`config.mk`:
```
export PLATFORM = sky130hd
export DESIGN_NAME = cdt_timer
export DESIGN_NICKNAME = d
export VERILOG_FILES = /design/src/rtl/cdt_pkg.sv /design/src/rtl/cdt_prescaler.sv /design/src/rtl/cdt_counter.sv /design/src/rtl/cdt_pending.sv /design/src/rtl/cdt_timer.sv
export SDC_FILE = /design/constraint.sdc
export NUM_CORES = 1
export LEC_CHECK = 0
export ABC_AREA = 1
export BUFFER_PORTS_ARGS = -buffer_cell sky130_fd_sc_hd__buf_2
export CAP_MARGIN = 20
export CORE_ASPECT_RATIO = 0.9
export CORE_MARGIN = 1.5
export CORE_UTILIZATION = 62
export DETAILED_ROUTE_END_ITERATION = 10
export PLACE_DENSITY_LB_ADDON = 0.25
export SETUP_SLACK_MARGIN = 0.02
export SLEW_MARGIN = 0
export SYNTH_ARGS = -nofsm -noshare
export SYNTH_HDL_FRONTEND = slang
export SYNTH_SLANG_ARGS = --single-unit
export TNS_END_PERCENT = 100
```
`constraint.sdc`:
```
create_clock -name clk_i -period 5 [get_ports clk_i]
set_input_delay 0.5 -clock clk_i [delete_from_list [all_inputs] [get_ports clk_i]]
set_output_delay 0.5 -clock clk_i [all_outputs]
set_load 0.01 [all_outputs]
```
`src/rtl/cdt_pkg.sv`:
```
package cdt_pkg;
  localparam int unsigned SHIFT_W = 3;
  localparam int unsigned PRE_W   = (1 << SHIFT_W) - 1;

  // {b3,b1,b0} + 1, wrapping in 3 bits
  function automatic logic [SHIFT_W-1:0] code_to_shift(input logic [SHIFT_W-1:0] packed_code);
    return packed_code + SHIFT_W'(1);
  endfunction
endpackage

```
`src/rtl/cdt_prescaler.sv`:
```
module cdt_prescaler
  import cdt_pkg::*;
(
  input  logic               clk_i,
  input  logic               rst_ni,
  input  logic               restart_i,
  input  logic               run_i,
  input  logic               tick_i,
  input  logic [SHIFT_W-1:0] shift_i,
  output logic               step_o
);
  logic [SHIFT_W-1:0] act_shift_q;
  logic [PRE_W-1:0]   pre_q;
  logic [PRE_W-1:0]   lim;
  logic               wrap;

  assign lim    = PRE_W'((8'd1 << act_shift_q) - 8'd1);
  assign wrap   = run_i && tick_i && (pre_q == lim);
  assign step_o = wrap && !restart_i;

  always_ff @(posedge clk_i or negedge rst_ni) begin
    if (!rst_ni) begin
      pre_q       <= '0;
      act_shift_q <= '0;
    end else if (restart_i) begin
      pre_q       <= '0;
      act_shift_q <= shift_i;
    end else if (run_i && tick_i) begin
      if (wrap) begin
        pre_q       <= '0;
        act_shift_q <= shift_i;
      end else begin
        pre_q <= pre_q + PRE_W'(1);
      end
    end
  end
endmodule

```
`src/rtl/cdt_counter.sv`:
```
module cdt_counter #(
  parameter int unsigned CNT_W = 32
) (
  input  logic             clk_i,
  input  logic             rst_ni,
  input  logic             load_i,
  input  logic [CNT_W-1:0] load_val_i,
  input  logic             step_i,
  input  logic             periodic_i,
  output logic [CNT_W-1:0] cur_o,
  output logic             run_o,
  output logic             expire_o
);
  logic [CNT_W-1:0] init_q, cur_q;
  logic             run_q;

  assign expire_o = step_i && (cur_q == CNT_W'(1));
  assign cur_o    = cur_q;
  assign run_o    = run_q;

  always_ff @(posedge clk_i or negedge rst_ni) begin
    if (!rst_ni) begin
      init_q <= '0;
      cur_q  <= '0;
      run_q  <= 1'b0;
    end else if (load_i) begin
      init_q <= load_val_i;
      cur_q  <= load_val_i;
      run_q  <= (load_val_i != '0);
    end else if (step_i) begin
      if (expire_o) begin
        cur_q <= periodic_i ? init_q : '0;
        run_q <= periodic_i;
      end else begin
        cur_q <= cur_q - CNT_W'(1);
      end
    end
  end
endmodule

```
`src/rtl/cdt_pending.sv`:
```
module cdt_pending #(
  parameter int unsigned PEND_W = 8
) (
  input  logic              clk_i,
  input  logic              rst_ni,
  input  logic              clear_i,
  input  logic              inc_i,
  input  logic              dec_req_i,
  input  logic              allow_i,
  output logic [PEND_W-1:0] cnt_o
);
  localparam logic [PEND_W-1:0] PEND_MAX = '1;

  logic [PEND_W-1:0] cnt_q;
  logic              dec;

  assign dec   = dec_req_i && allow_i && (cnt_q != '0);
  assign cnt_o = cnt_q;

  always_ff @(posedge clk_i or negedge rst_ni) begin
    if (!rst_ni) begin
      cnt_q <= '0;
    end else if (clear_i) begin
      cnt_q <= '0;
    end else begin
      unique case ({inc_i, dec})
        2'b10:   if (cnt_q != PEND_MAX) cnt_q <= cnt_q + PEND_W'(1);
        2'b01:   cnt_q <= cnt_q - PEND_W'(1);
        default: cnt_q <= cnt_q;
      endcase
    end
  end
endmodule

```
`src/rtl/cdt_timer.sv`:
```
module cdt_timer
  import cdt_pkg::*;
#(
  parameter int unsigned CNT_W  = 32,
  parameter int unsigned PEND_W = 8
) (
  input  logic              clk_i,
  input  logic              rst_ni,
  input  logic              tick_i,
  input  logic              init_we_i,
  input  logic [CNT_W-1:0]  init_val_i,
  input  logic              div_we_i,
  input  logic [3:0]        div_cfg_i,
  input  logic              periodic_i,
  input  logic              mask_we_i,
  input  logic              mask_val_i,
  input  logic              ack_i,
  output logic [CNT_W-1:0]  cur_count_o,
  output logic [PEND_W-1:0] pending_o,
  output logic              irq_req_o
);
  logic [SHIFT_W-1:0] code_q, code_next;
  logic               mask_q;
  logic               run, step, expire;
  logic               cfg_unused;

  // code bit 2 plays no part in the ratio
  assign cfg_unused = div_cfg_i[2];
  assign code_next  = div_we_i ? {div_cfg_i[3], div_cfg_i[1:0]} : code_q;

  always_ff @(posedge clk_i or negedge rst_ni) begin
    if (!rst_ni) begin
      code_q <= '0;
      mask_q <= 1'b1;
    end else begin
      if (div_we_i)  code_q <= {div_cfg_i[3], div_cfg_i[1:0]};
      if (mask_we_i) mask_q <= mask_val_i;
    end
  end

  cdt_prescaler u_pre (
    .clk_i     (clk_i),
    .rst_ni    (rst_ni),
    .restart_i (init_we_i),
    .run_i     (run),
    .tick_i    (tick_i),
    .shift_i   (code_to_shift(code_next)),
    .step_o    (step)
  );

  cdt_counter #(.CNT_W(CNT_W)) u_cnt (
    .clk_i      (clk_i),
    .rst_ni     (rst_ni),
    .load_i     (init_we_i),
    .load_val_i (init_val_i),
    .step_i     (step),
    .periodic_i (periodic_i),
    .cur_o      (cur_count_o),
    .run_o      (run),
    .expire_o   (expire)
  );

  cdt_pending #(.PEND_W(PEND_W)) u_pend (
    .clk_i     (clk_i),
    .rst_ni    (rst_ni),
    .clear_i   (init_we_i),
    .inc_i     (expire),
    .dec_req_i (ack_i),
    .allow_i   (!mask_q),
    .cnt_o     (pending_o)
  );

  assign irq_req_o = (pending_o != '0) && !mask_q;
endmodule

```
# Yosys cells after proc, flatten, opt, wreduce, memory -nomap -nowiden
# Index checks and enable logic that the tools add are counted.
# W data, S select, Z words.
# classes
add_sub_neg	6
multipliers	0
div_mod_pow	0
magnitude_cmp	0
eq_ne	6
shift	1
muxes	17
bitwise	0
reduce_logical	19
# op_table
operator	n
$mux W32	4
$eq A32 B1 Y1 const B	1
$reduce_bool A32 Y1	1
$sub A32 B1 Y32 const B	1
$mux W7	3
$mux W8	2
$pmux W8 S2	1
$mux W3	4
$add A8 B1 Y8 const B	1
$ne A8 B8 Y1 const B	1
$reduce_bool A2 Y1	4
$reduce_bool A8 Y1	1
$sub A8 B1 Y8 const B	1
$add A7 B1 Y7 const B	1
$eq A7 B7 Y1	1
$logic_and A1 B1 Y1	7
$shl A1 B3 Y7 const A	1
$sub A7 B1 Y7 const B	1
$reduce_and A2 Y1	3
$add A3 B1 Y3 const B	1
$mux W1	3
$ne A3 B2 Y1 const B	1
$reduce_bool A3 Y1	1
$eq A2 B1 Y1 const B	1
other kinds (2)	3
# word_totals
reg_bits	87
latchBits	0
mem_bits_rw	0
romBits	0
word_cells	57
mem_count	0

# Depth between registers and ports, before layout
# logic_depth
depth_word	9
mapped_depth	20
depth_no_buf	20

# By module
# From an unflattened synthesis, not the netlist that was laid out.
# unflattened
hier_cells	850
hier_area_um2	5670.4
# modules_own_cells
module	instances	cells_each	area_per_inst_um2	seq_area_each_um2
cdt_counter	1	614	4057.6	1626.6
cdt_pending	1	104	718.2	200.2
cdt_prescaler	1	102	676.9	250.2
cdt_timer	1	30	217.7	101.3

# Worst setup path after synthesis
# Ideal clock, no wire load.
# synth_path
path_type	input port to flip-flop
from	in init_we_i
to	reg u_pend.cnt_q[7] (netlist: u_pend.cnt_o[7])
setup_ns	0.117
arrival_time_ns	2.263
required_ns	4.883
setup_slack_ns	2.620
path_stages	17
n_path_buf	1
path_cell_list	buf_2 nor2_1 nand2_1 nor2_1 nand3_1 nor2_1 nand3_4 nand2_4 inv_2 ha_1 inv_1 nor3_1 nand2_1 nand2_1 nand2_1 nand3_1 nand2_1
# synth_between
elab_chain_len	6
elab_cells_between_ends	10
classes_between	eq/ne (3); mux (2); reduce/logical (5)
# synth_rtl
element	line_no	rtl
start, declared	cdt_timer.sv:10	input logic init_we_i,
$logic_not A1 Y1	cdt_prescaler.sv:19	assign step_o = wrap && !restart_i;
$logic_and A1 B1 Y1	cdt_prescaler.sv:19	
$logic_and A1 B1 Y1	cdt_counter.sv:17	assign expire_o = step_i && (cur_q == CNT_W'(1));
$eq A2 B1 Y1 or $eq A2 B2 Y1 (tied branches)	cdt_pending.sv:26	unique case ({inc_i, dec})
$pmux W8 S2 (tied with other cells)	cdt_pending.sv:26	
$mux W8 or $reduce_and A2 Y1 (tied branches)	n/a	
end signal, assigned	cdt_pending.sv:27	2'b10: if (cnt_q != PEND_MAX) cnt_q <= cnt_q + PEND_W'(1);
end signal, assigned	cdt_pending.sv:28	2'b01: cnt_q <= cnt_q - PEND_W'(1);
end signal, assigned	cdt_pending.sv:29	default: cnt_q <= cnt_q;
end, declared	cdt_pending.sv:14	logic [PEND_W-1:0] cnt_q;
# Several ways; a longest one is shown, not always the timed one.
# A chain may end at the register's enable or synchronous reset.

# Final worst setup path
# layout_path
from	reg u_pre.act_shift_q[2]
to	reg u_cnt.cur_q[23] (netlist: u_cnt.cur_o[23])
# layout_between
elab_chain_len	9
elab_cells_between_ends	10
classes_between	add/sub (1); eq/ne (1); shift (1); mux (3); reduce/logical (4)
# layout_rtl
element	line_no	rtl
start, declared	cdt_prescaler.sv:12	logic [SHIFT_W-1:0] act_shift_q;
start signal, assigned	cdt_prescaler.sv:27	act_shift_q <= shift_i;
start signal, assigned	cdt_prescaler.sv:31	act_shift_q <= shift_i;
$shl A1 B3 Y7 *	cdt_prescaler.sv:17	assign lim = PRE_W'((8'd1 << act_shift_q) - 8'd1);
$sub A7 B1 Y7 *	cdt_prescaler.sv:17	
$eq A7 B7 Y1 *	cdt_prescaler.sv:18	assign wrap = run_i && tick_i && (pre_q == lim);
$logic_and A1 B1 Y1 *	cdt_prescaler.sv:18	
$logic_and A1 B1 Y1 *	cdt_prescaler.sv:19	
$logic_and A1 B1 Y1	cdt_counter.sv:17	
$mux W32	cdt_counter.sv:31	if (expire_o) begin
$mux W32	cdt_counter.sv:30	end else if (step_i) begin
$mux W32	cdt_counter.sv:26	end else if (load_i) begin
end signal, assigned	cdt_counter.sv:28	cur_q <= load_val_i;
end signal, assigned	cdt_counter.sv:32	cur_q <= periodic_i ? init_q : '0;
end signal, assigned	cdt_counter.sv:35	cur_q <= cur_q - CNT_W'(1);
end, declared	cdt_counter.sv:14	logic [CNT_W-1:0] init_q, cur_q;
# Every way passes the cells marked *; elsewhere a longest branch is shown, timed or not. The select of a mux whose other input is x is not followed.

==> reports/qor.txt <==
Routed Wire Length -> 14.0 mm
Share of the synthesized area in the top cell type -> 0.410
Run status -> completed
Worst max-slew margin expressed relative to the limit -> 0.433
Slack of the worst reg-to-reg path -> 2.24 ns
Antenna violations before repair -> 0
Netlist area before placement -> 5250 um2
All-layer global routing usage -> 0.322
Number of detailed-route iterations in the first pass -> 5
Count of buffers from port buffering -> 84
Net count of the mapped netlist -> 759
Effective utilization at floorplan -> 0.644
Placeable core region -> 8150 um2
Count of unique library cells instantiated by Yosys -> 42
CTS H-tree lvls -> 3
Max Fanout on Critical Path -> 32
Number of cells on the critical path -> 12
Fraction of final layout cells with drive strength greater than 1 -> 0.167
Final antenna diode count -> 0
Routed Antenna Nets -> 0
Placement Cell Area -> 5740 um2
Via count of the first global-routing pass -> 4906
Floorplan die area -> 9020 um2
Maximum clock skew at final layout -> 0.00927 ns
CTS tree -> yes
Startpoint type of the worst setup path -> flop
RSZ-0062 raised after global routing -> no
Leak -> 2.99 nW
Power density cells -> 286 nW/um2
Global-route wire length before repair -> 23.2 mm
Initial DRC count -> 360
Count of endpoints failing setup in the final report -> 0
Average wire length per cell after detail routing -> 15.8 um
Layout Area Growth over Synthesis -> 13.4%
Final layout net count -> 839
Worst-case reg-to-reg path depth -> 12
Slowest stage delay, CP -> 0.47 ns
Fmax -> 362 MHz
Insertion delay of the later-clocked pin in the worst-skew pair -> 0.36 ns
Actual slew at the worst max-slew pin -> 0.850 ns
Number of hold buffers added after CTS -> 0
Arrival @ worst endpoint -> 2.98 ns
Peak VDD IR -> 0.236 mV
Clock period minus final worst setup slack -> 2.76 ns
Gpl congestion -> 0.927
Worst-case clock buffer depth -> 2
Setup TNS Final -> 0 ns
Top cell family by delay on the critical path -> simple AND/OR/NAND/NOR gates
Cell-by-cell listing of the critical path -> inv_2 -> nand2_1 -> o21ai_1 -> nand2_1 -> nor2_1 -> nand3b_4 -> nand2_1 -> buf_4 -> a21oi_1 -> a21o_1 -> a21oi_1 -> a21oi_1
Clock root buffer -> clkbuf_8
Count of maximum capacitance violations -> 0
Commonest cells after routing, fill and taps aside -> 166 x nand2_1, 97 x inv_1, 86 x dfrtp_1
Post-route DRC -> 0
Die height -> 90.3 um
Sink count of the clock tree -> 87
Required time of the worst setup path -> 5.22 ns
Final global-route overflow total -> 0
Count of vias placed by the detailed router -> 5305
Number of CTS-inserted buffers -> 9
Category of the worst setup path capture point -> flop
Fraction of the cycle the final worst path needs -> 0.552
Setup CP Type -> flop to flop
Row count -> 31
Post CTS Setup Buffer Count -> 0
DP HPWL -> 10.2 mm
Class of the worst hold path -> input pin to asynchronous set/reset pin
Hold Fails Final Rpt -> 0
Hold slack -> 0.122 ns
Detail-routed via count per cell -> 5.96
Leading cell type in the layout, fill and taps excluded -> nand2_1
Start of the worst register-to-register path -> u_pre.act_shift_q[2]
Register area share after synthesis -> 0.415
Cell type with the highest aggregate area in the netlist -> dfrtp_1
Max Slew Vio Count -> 0
Buffer and inverter count on the worst path -> 2
Clk pin slew, worst setup/hold paths -> 0.08 ns
Number of primary I/O pins -> 86
Gates resized, CTS repair -> 0
Top area cells in the synthesized netlist -> dfrtp_1 41%, nand2_1 12%, inv_1 6.9%
Final Cell Area -> 5950 um2
Die X-Extent -> 100 um
Flops & latches, synth -> 87
Synth warnings -> 0
Synthesized instance count -> 706
Pwr Total -> 1.70 mW
Maximum number of pins on one net before global-route repair -> 48
Crit. Startpoint -> u_pre.act_shift_q[2]
Mean post-synth cell area -> 7.43 um2
CP max-delay cell -> dfrtp_1
[sequential cells by signal (all words and copies together), names as in the netlist]
signal	count
u_cnt.init_q	32
u_cnt.run_o	1
code_q	3
u_cnt.cur_o	32
u_pre.act_shift_q	3
u_pre.pre_q	7
u_pend.cnt_o	8
mask_q	1
[layer usage]
layer / global-route usage / vias to the layer above / share of wire
met5: 0 / - / 0
met1: 0.466 / 2478 / 0.43
met4: 0.0974 / 0 / 0.024
met2: 0.494 / 289 / 0.45
met3: 0.0588 / 31 / 0.099
li1: - / 2507 / -
[logic make-up after synthesis]
logic type | synth area share
flops | 0.415
simple gates | 0.278
buf+inv | 0.0868
mux | 0.00429
xor+xnor | 0.0300
compound gates | 0.166
fa+ha+maj | 0.0191
[synthesized netlist by cell type]
library cell,number
nand2_1,166
inv_1,97
dfrtp_1,86
o21ai_0,72
nor2_1,68
nand3_1,38
o211ai_1,25
xor2_1,18
a21oi_1,17
nor3_1,13
nor4_1,11
clkbuf_1,8
ha_1,8
nand4_1,8
buf_2,7
nor2_2,7
a31oi_1,5
o22ai_1,5
o311ai_0,5
inv_2,4
nand3_2,4
o21ai_1,4
buf_1,3
nand2_2,3
a21oi_2,2
mux2_2,2
nand2_4,2
nand3b_1,2
o221ai_1,2
o31ai_1,2
a211oi_1,1
a21o_1,1
a41oi_1,1
and3_1,1
dfstp_2,1
nand3_4,1
nand3b_4,1
nor3_4,1
nor3b_1,1
o21bai_1,1
o21bai_4,1
o22ai_2,1
[cell type report]
cell class                      count  area [um2]
Multi-Input combinational cell    500        2610
Fill cell                         652        2200
Sequential cell                    87        2180
Timing Repair Buffer               87         445
Inverter                          101         379
Clock buffer                       12         155
Tap cell                           99         124
Clock inverter                      4        53.8
[worst register-to-register path: stages, from the launching register on]
cell      delay [ns]
dfrtp_1         0.47
inv_2           0.13
nand2_1         0.10
o21ai_1         0.19
nand2_1         0.09
nor2_1          0.23
nand3b_4        0.15
nand2_1         0.35
buf_4           0.44
a21oi_1         0.12
a21o_1          0.18
a21oi_1         0.13
a21oi_1         0.06
[report_power, final]
group / total [mW] / switching [mW] / internal, mW
clock: 0.514 / 0.255 / 0.259
combinational: 0.353 / 0.231 / 0.122
sequential: 0.832 / 0.0634 / 0.769
[metrics by stage]
| step | util | instances | worst slack [ns] |
|---|---|---|---|
| after floorplan | - | 706 | 2.62 |
| after global placement | 0.705 | 874 | 2.06 |
| after detailed placement | 0.705 | 874 | 1.96 |
| after CTS | 0.730 | 890 | 2.27 |
| after global routing | 0.730 | 890 | 2.03 |
| final | 0.730 | 890 | 2.24 |
[final timing paths]
check,endpoint
min in group clk_i,mask_q
hold reg to reg,u_cnt.init_q[20]
hold / removal,u_cnt.cur_o[13]
setup / recovery,u_cnt.cur_o[23]
setup reg to reg,u_cnt.cur_o[23]
max in group asynchronous,u_cnt.init_q[28]
(Power assumes the default switching activity.)
